$ cat src/rtl/shiftbit_pkg.sv
package shiftbit_pkg;
   typedef enum logic [3:0] {
      SB_RLT = 4'd0, SB_RRT = 4'd1, SB_RLC = 4'd2, SB_RRC = 4'd3,
      SB_SHL = 4'd4, SB_SRA = 4'd5, SB_SRL = 4'd6, SB_SWP = 4'd7,
      SB_TST = 4'd8, SB_CLR = 4'd9, SB_SET = 4'd10
   } sb_op_e;

   typedef struct packed {
      logic z;
      logic n;
      logic h;
      logic c;
   } sb_flags_t;

   typedef enum logic [1:0] {ST_IDLE, ST_READ, ST_CALC, ST_FIN} sb_state_e;
endpackage

$ cat src/rtl/shiftbit_mask.sv
module shiftbit_mask #(
   parameter int DATA_W = 8,
   localparam int IDX_W = $clog2(DATA_W)
) (
   input  logic [IDX_W-1:0]  idx,
   output logic [DATA_W-1:0] mask
);
   for (genvar i = 0; i < DATA_W; i++) begin : g_bit
      assign mask[i] = (idx == IDX_W'(i));
   end
endmodule

$ cat src/rtl/shiftbit_core.sv
module shiftbit_core
   import shiftbit_pkg::*;
#(
   parameter int DATA_W = 8,
   localparam int IDX_W = $clog2(DATA_W),
   localparam int MSB   = DATA_W - 1,
   localparam int HALF  = DATA_W / 2
) (
   input  logic [3:0]        op,
   input  logic [IDX_W-1:0]  idx,
   input  logic              acc_mode,
   input  logic [DATA_W-1:0] opnd,
   input  sb_flags_t         fin,
   output logic [DATA_W-1:0] res,
   output sb_flags_t         fout,
   output logic              wb
);
   logic [DATA_W-1:0] mask;
   logic              cout;
   logic              shift_grp;
   logic              rot_grp;

   shiftbit_mask #(.DATA_W(DATA_W)) u_mask (.idx(idx), .mask(mask));

   always_comb begin
      res       = opnd;
      fout      = fin;
      wb        = 1'b1;
      cout      = 1'b0;
      shift_grp = 1'b1;
      rot_grp   = 1'b0;
      case (op)
         SB_RLT: begin res = {opnd[MSB-1:0], fin.c}; cout = opnd[MSB]; rot_grp = 1'b1; end
         SB_RRT: begin res = {fin.c, opnd[MSB:1]};   cout = opnd[0];   rot_grp = 1'b1; end
         SB_RLC: begin res = {opnd[MSB-1:0], opnd[MSB]}; cout = opnd[MSB]; rot_grp = 1'b1; end
         SB_RRC: begin res = {opnd[0], opnd[MSB:1]};     cout = opnd[0];   rot_grp = 1'b1; end
         SB_SHL: begin res = {opnd[MSB-1:0], 1'b0};      cout = opnd[MSB]; end
         SB_SRA: begin res = {opnd[MSB], opnd[MSB:1]};   cout = opnd[0];   end
         SB_SRL: begin res = {1'b0, opnd[MSB:1]};        cout = opnd[0];   end
         SB_SWP: begin res = {opnd[HALF-1:0], opnd[MSB:HALF]}; cout = 1'b0; end
         SB_TST: begin
            shift_grp = 1'b0;
            wb        = 1'b0;
            fout.z    = ~|(opnd & mask);
            fout.n    = 1'b0;
            fout.h    = 1'b1;
         end
         SB_CLR: begin shift_grp = 1'b0; res = opnd & ~mask; end
         SB_SET: begin shift_grp = 1'b0; res = opnd | mask;  end
         default: begin shift_grp = 1'b0; wb = 1'b0; end
      endcase
      if (shift_grp) begin
         fout.z = (res == '0) & ~(acc_mode & rot_grp);
         fout.n = 1'b0;
         fout.h = 1'b0;
         fout.c = cout;
      end
   end
endmodule

$ cat src/rtl/shiftbit_seq.sv
module shiftbit_seq
   import shiftbit_pkg::*;
#(
   parameter int DATA_W = 8,
   parameter int ADDR_W = 16,
   localparam int IDX_W = $clog2(DATA_W)
) (
   input  logic              clk,
   input  logic              rst_n,
   input  logic              start,
   input  logic [3:0]        op,
   input  logic [IDX_W-1:0]  bit_idx,
   input  logic              acc_mode,
   input  logic              use_mem,
   input  logic [DATA_W-1:0] reg_in,
   input  sb_flags_t         flags_in,
   input  logic [ADDR_W-1:0] hl_addr,
   input  logic [DATA_W-1:0] mem_rdata,
   // core side
   output logic [3:0]        c_op,
   output logic [IDX_W-1:0]  c_idx,
   output logic              c_acc,
   output logic [DATA_W-1:0] c_opnd,
   output sb_flags_t         c_fin,
   input  logic [DATA_W-1:0] c_res,
   input  sb_flags_t         c_fout,
   input  logic              c_wb,
   // results
   output logic [ADDR_W-1:0] mem_addr,
   output logic              mem_rd,
   output logic              mem_wr,
   output logic [DATA_W-1:0] res_q,
   output sb_flags_t         flags_q,
   output logic              wb_q,
   output logic              done
);
   sb_state_e         state;
   logic [3:0]        op_q;
   logic [IDX_W-1:0]  idx_q;
   logic              acc_q;
   logic              mem_q;
   sb_flags_t         fin_q;
   logic [ADDR_W-1:0] addr_q;

   wire in_calc = (state == ST_CALC);
   wire take    = (state == ST_IDLE) && start;

   assign c_op   = in_calc ? op_q     : op;
   assign c_idx  = in_calc ? idx_q    : bit_idx;
   assign c_acc  = in_calc ? acc_q    : acc_mode;
   assign c_opnd = in_calc ? mem_rdata : reg_in;
   assign c_fin  = in_calc ? fin_q    : flags_in;

   always_ff @(posedge clk or negedge rst_n) begin
      if (!rst_n) begin
         state   <= ST_IDLE;
         op_q    <= '0;
         idx_q   <= '0;
         acc_q   <= 1'b0;
         mem_q   <= 1'b0;
         fin_q   <= '0;
         addr_q  <= '0;
         res_q   <= '0;
         flags_q <= '0;
         wb_q    <= 1'b0;
      end else begin
         case (state)
            ST_IDLE: if (take) begin
               op_q   <= op;
               idx_q  <= bit_idx;
               acc_q  <= acc_mode;
               fin_q  <= flags_in;
               addr_q <= hl_addr;
               mem_q  <= use_mem;
               if (use_mem) begin
                  state <= ST_READ;
               end else begin
                  res_q   <= c_res;
                  flags_q <= c_fout;
                  wb_q    <= c_wb;
                  state   <= ST_FIN;
               end
            end
            ST_READ: state <= ST_CALC;
            ST_CALC: begin
               res_q   <= c_res;
               flags_q <= c_fout;
               wb_q    <= c_wb;
               state   <= ST_FIN;
            end
            default: state <= ST_IDLE;
         endcase
      end
   end

   assign mem_addr = addr_q;
   assign mem_rd   = (state == ST_READ);
   assign done     = (state == ST_FIN);
   assign mem_wr   = done & mem_q & wb_q;
endmodule

$ cat src/rtl/shiftbit_unit.sv
module shiftbit_unit
   import shiftbit_pkg::*;
#(
   parameter int DATA_W = 8,
   parameter int ADDR_W = 16,
   localparam int IDX_W = $clog2(DATA_W)
) (
   input  logic              clk,
   input  logic              rst_n,
   input  logic              start,
   input  logic [3:0]        op,
   input  logic [IDX_W-1:0]  bit_idx,
   input  logic              acc_mode,
   input  logic              use_mem,
   input  logic [DATA_W-1:0] reg_in,
   input  logic [3:0]        flags_in,
   input  logic [ADDR_W-1:0] hl_addr,
   input  logic [DATA_W-1:0] mem_rdata,
   output logic [ADDR_W-1:0] mem_addr,
   output logic              mem_rd,
   output logic              mem_wr,
   output logic [DATA_W-1:0] mem_wdata,
   output logic [DATA_W-1:0] res_out,
   output logic [3:0]        flags_out,
   output logic              wb_en,
   output logic              done
);
   if (DATA_W < 2 || (DATA_W % 2) != 0) begin : g_chk_w
      $error("shiftbit_unit: DATA_W must be even and at least 2");
   end
   if (ADDR_W < 1) begin : g_chk_a
      $error("shiftbit_unit: ADDR_W must be positive");
   end

   logic [3:0]        c_op;
   logic [IDX_W-1:0]  c_idx;
   logic              c_acc;
   logic [DATA_W-1:0] c_opnd;
   sb_flags_t         c_fin;
   logic [DATA_W-1:0] c_res;
   sb_flags_t         c_fout;
   logic              c_wb;
   sb_flags_t         flags_q;

   shiftbit_core #(.DATA_W(DATA_W)) u_core (
      .op(c_op), .idx(c_idx), .acc_mode(c_acc), .opnd(c_opnd), .fin(c_fin),
      .res(c_res), .fout(c_fout), .wb(c_wb)
   );

   shiftbit_seq #(.DATA_W(DATA_W), .ADDR_W(ADDR_W)) u_seq (
      .clk(clk), .rst_n(rst_n), .start(start), .op(op), .bit_idx(bit_idx),
      .acc_mode(acc_mode), .use_mem(use_mem), .reg_in(reg_in),
      .flags_in(sb_flags_t'(flags_in)), .hl_addr(hl_addr), .mem_rdata(mem_rdata),
      .c_op(c_op), .c_idx(c_idx), .c_acc(c_acc), .c_opnd(c_opnd), .c_fin(c_fin),
      .c_res(c_res), .c_fout(c_fout), .c_wb(c_wb),
      .mem_addr(mem_addr), .mem_rd(mem_rd), .mem_wr(mem_wr),
      .res_q(res_out), .flags_q(flags_q), .wb_q(wb_en), .done(done)
   );

   assign flags_out = flags_q;
   assign mem_wdata = res_out;
endmodule

$ cat config.mk
export PLATFORM = sky130hd
export DESIGN_NAME = shiftbit_unit
export DESIGN_NICKNAME = d
export VERILOG_FILES = /design/src/rtl/shiftbit_pkg.sv /design/src/rtl/shiftbit_mask.sv /design/src/rtl/shiftbit_core.sv /design/src/rtl/shiftbit_seq.sv /design/src/rtl/shiftbit_unit.sv
export SDC_FILE = /design/constraint.sdc
export NUM_CORES = 1
export LEC_CHECK = 0
export ABC_AREA = 1
export BUFFER_PORTS_ARGS = -buffer_cell sky130_fd_sc_hd__buf_4
export CAP_MARGIN = 10
export CELL_PAD_IN_SITES_DETAIL_PLACEMENT = 0
export CELL_PAD_IN_SITES_GLOBAL_PLACEMENT = 2
export CORE_UTILIZATION = 28
export DETAILED_ROUTE_END_ITERATION = 16
export PLACE_DENSITY_LB_ADDON = 0.3
export SKIP_CTS_REPAIR_TIMING = 1
export SLEW_MARGIN = 15
export SYNTH_ARGS = -nofsm -noshare
export SYNTH_HDL_FRONTEND = slang
export SYNTH_SLANG_ARGS = --single-unit
$ cat constraint.sdc
create_clock -name clk -period 2.3 [get_ports clk]
set_input_delay 0.46 -clock clk [delete_from_list [all_inputs] [get_ports clk]]
set_output_delay 0.46 -clock clk [all_outputs]
set_load 0.01 [all_outputs]
==> reports/results.md <==
## Outcome
* run status: completed

## STA
* Tmin final: 2.10 ns
* Max Clock Skew: 0.00794 ns
* worst slew slack as a fraction of its limit: 0.608
* transition time of the tightest slew-check pin: 0.588 ns
* number of setup violations in the final report: 0
* Hold Fails Final Rpt: 0
* Max Freq: 476 MHz
* Final Cycle Share: 0.914
* Slew Viols, Final: 0

## Die
* Die Footprint: 11100 um2
* DIE HEIGHT: 105 um
* I/O pin count: 88
* core region area: 10300 um2
* initial standard-cell utilization of the core: 0.289
* standard-cell rows: 37
* floorplan die width: 105 um

## Placed design
* GPL Wtd Cong: 0.865
* Placed Cells: 615
* port buffer count: 87
* instance area after placement: 3760 um2
* detailed placer's ending HPWL: 6.49 mm

## Route
* TritonRoute pass-1 iters: 4
* via count: 2865
* total length of routed wires: 8.56 mm
* count of antenna-violating nets left after detailed routing: 0
* remaining design rule violation count: 0
* detailed-route vias per instance: 4.58
* WL/cell: 13.7 um
* DRC marker count from the first detailed-route iteration: 139

## Synth
* net count of the mapped netlist: 453
* sequential element share of the synthesized area: 0.370
* Yosys reg bits: 44
* Mean Syn Cell Area: 7.43 um2
* Mapped Area: 2980 um2
* Yosys Warn Count: 0
* instance count of the mapped netlist: 401
* Synth cell types: 35

## Final layout
* footprint of the multi-input gates: 1620 um2
* sequential cell area in the final layout: 1100 um2
* Layout Nets: 542
* fraction of final layout cells sized beyond drive strength 1: 0.349
* final cell area excluding filler cells: 4000 um2
* Ant. Diodes: 0
* Non-Filler Instances: 626
* Layout Utilization: 0.387
* fillcell total: 1100
* Area growth syn-to-layout: 34.1%

## Setup path
* cell count of the worst reg-to-reg path: 13
* type of the worst setup path: register to register
* Critical Path Slowest Stage Cell: dfrtp_1
* critical path, cell by cell: inv_2 -> ha_4 -> buf_6 -> nand2_1 -> nand2_4 -> nand2_2 -> nand3_2 -> nand2_4 -> a21oi_1 -> nand4_1 -> nor2_1 -> nand3_1 -> nand2_1
* required time of the worst setup path: 2.54 ns
* startpoint of the worst register-to-register path: u_seq.state[0]
* worst path arrival time: 2.34 ns
* internal reg-to-reg setup slack: 0.20 ns
* CP Launch Type: register
* terminus of the critical flop-to-flop path: u_seq.flags_q[3]
* type of destination of the critical path: register
* Worst path max stage delay: 0.39 ns
* maximum fanout along the worst path: 8

## Clocking
* buffer levels on the longest clock path: 2
* clk sinks: 44
* clock input transition at the sequential cells of the worst setup and hold paths: 0.09 ns
* worst-skew pair later-pin latency: 0.30 ns
* number of buffers inserted during clock tree synthesis: 5
* clock tree from TritonCTS: yes
* CTS H-tree lvls: 2
* buffer type at the clock tree root: clkbuf_8

## Global routing
* global-route wire length before repair: 13.9 mm
* largest net degree at the start of global routing: 45
* antenna violations before repair: 0
* number of global-route vias before repair: 2887
* final global-route overflow total: 0
* GR Util All Layers: 0.158

## Power and ir drop
* VDD IR-drop max: 577 uV
* Pwr Density: 1420 nW/um2
* Leak: 2.09 nW
* post-layout total power: 5.67 mW

## Min path
* hold crit path type: input port to async pin

## Job
* count of max-cap constraint violations: 0

==> cell type report <==
class	instances	area share
Clock inverter	2	0.00313
Multi-Input combinational cell	290	0.406
Inverter	48	0.0470
Timing Repair Buffer	101	0.209
Tap cell	136	0.0426
Sequential cell	44	0.276
Clock buffer	5	0.0172
==> cells in the final DEF, fill, tap and decap left out, drive strengths merged <==
cell type	count
nand3	35
clkinvlp	1
mux2	17
nor2	27
a22oi	1
a21oi	6
o21ai	34
buf	99
a21boi	2
a31oi	1
clkbuf	7
clkinv	1
nor3	2
o22ai	5
nand4	1
inv	48
dfrtp	44
o21a	1
a41oi	1
nand2	151
a32o	1
ha	4
a211oi	1
==> sequential cells by signal, indices dropped and copies added, names as in the netlist <==
signal and count:
u_seq.idx_q 3, u_seq.mem_addr 16, u_seq.mem_q 1, u_seq.fin_q 4, u_seq.state 2, u_seq.flags_q 4, u_seq.op_q 4, u_seq.acc_q 1
u_seq.wb_q 1, u_seq.res_q 8
==> cells by family after synthesis <==
family	Yosys count	synth area share
simple gates	216	0.337
compound gates	53	0.105
fa+ha+maj	4	0.0168
buf+inv	67	0.108
flops	44	0.370
mux	17	0.0643
==> worst max-delay path by stage <==
stage	startpoint	end	slack (ns)	depth (start not counted)
floorplan	u_seq.state[0]	u_seq.flags_q[3]	0.34	16
global placement	u_seq.state[0]	u_seq.flags_q[3]	-0.01	16
detailed placement	u_seq.state[0]	u_seq.flags_q[3]	-0.04	16
CTS	u_seq.state[0]	u_seq.flags_q[3]	-0.06	16
global route	u_seq.state[0]	u_seq.flags_q[3]	-0.003	16
finish	u_seq.state[0]	u_seq.flags_q[3]	0.20	13
==> where the power goes <==
group | internal, mW | total [mW] | switching, mW | leakage (nW)
Sequential | 1.15 | 1.38 | 0.227 | 0.532
Combinational | 1.61 | 3.81 | 2.20 | 1.52
Clock | 0.206 | 0.482 | 0.275 | 0.0400
==> synthesized netlist by cell type <==
| cell | n | area (um2) |
|---|---|---|
| o21a_1 | 1 | 7.51 |
| o22ai_1 | 5 | 31.3 |
| nand3_1 | 32 | 160 |
| nand2_1 | 138 | 518 |
| a32o_1 | 1 | 10.0 |
| buf_6 | 5 | 56.3 |
| nand2_4 | 8 | 90.1 |
| o21ai_0 | 24 | 120 |
| buf_2 | 1 | 5.00 |
| nand3_2 | 2 | 20.0 |
| nor2_1 | 19 | 71.3 |
| nor2_2 | 5 | 31.3 |
| inv_2 | 4 | 15.0 |
| o21ai_1 | 7 | 35.0 |
| a21oi_1 | 4 | 20.0 |
| ha_1 | 4 | 50.1 |
| a31oi_1 | 1 | 6.26 |
| buf_4 | 8 | 60.1 |
| a21oi_2 | 2 | 17.5 |
| a22oi_1 | 1 | 7.51 |
| nor3_1 | 2 | 10.0 |
| a21boi_1 | 1 | 7.51 |
| nand2_8 | 1 | 20.0 |
| a21boi_0 | 1 | 7.51 |
| nand2_2 | 4 | 25.0 |
| nand4_1 | 1 | 6.26 |
| nor2_4 | 3 | 33.8 |
| dfrtp_1 | 44 | 1100 |
| mux2_2 | 17 | 191 |
| a41oi_1 | 1 | 8.76 |
| clkbuf_1 | 5 | 18.8 |
| a211oi_1 | 1 | 7.51 |
| inv_1 | 44 | 165 |
| nand3_4 | 1 | 17.5 |
| o21ai_2 | 3 | 26.3 |
==> critical path, delay by kind of cell, from the launching register on <==
kind | cells | cell delay (ns)
AND/OR/NAND/NOR | 9 | 0.99
flip-flops | 1 | 0.39
adder cells (fa/ha/maj) | 1 | 0.25
buffers and inverters | 2 | 0.23
AO/OA/AOI/OAI | 1 | 0.18
==> metrics by stage <==
step                      hold WS (ns)  setup TNS (ns)  worst slack (ns)
after floorplan                  0.164               0             0.339
after global placement           0.469         -0.0128           -0.0128
after detailed placement         0.474         -0.0424           -0.0424
after CTS                        0.179         -0.0631           -0.0631
after global routing             0.196        -0.00303          -0.00303
final                            0.152               0             0.198
==> routing by layer <==
| layer | part of all wire | track usage |
|---|---|---|
| met4 | 0.012 | 0.0533 |
| met5 | 0 | 0 |
| met3 | 0.040 | 0.0306 |
| met1 | 0.45 | 0.187 |
| met2 | 0.49 | 0.285 |
(Power assumes the default switching activity.)
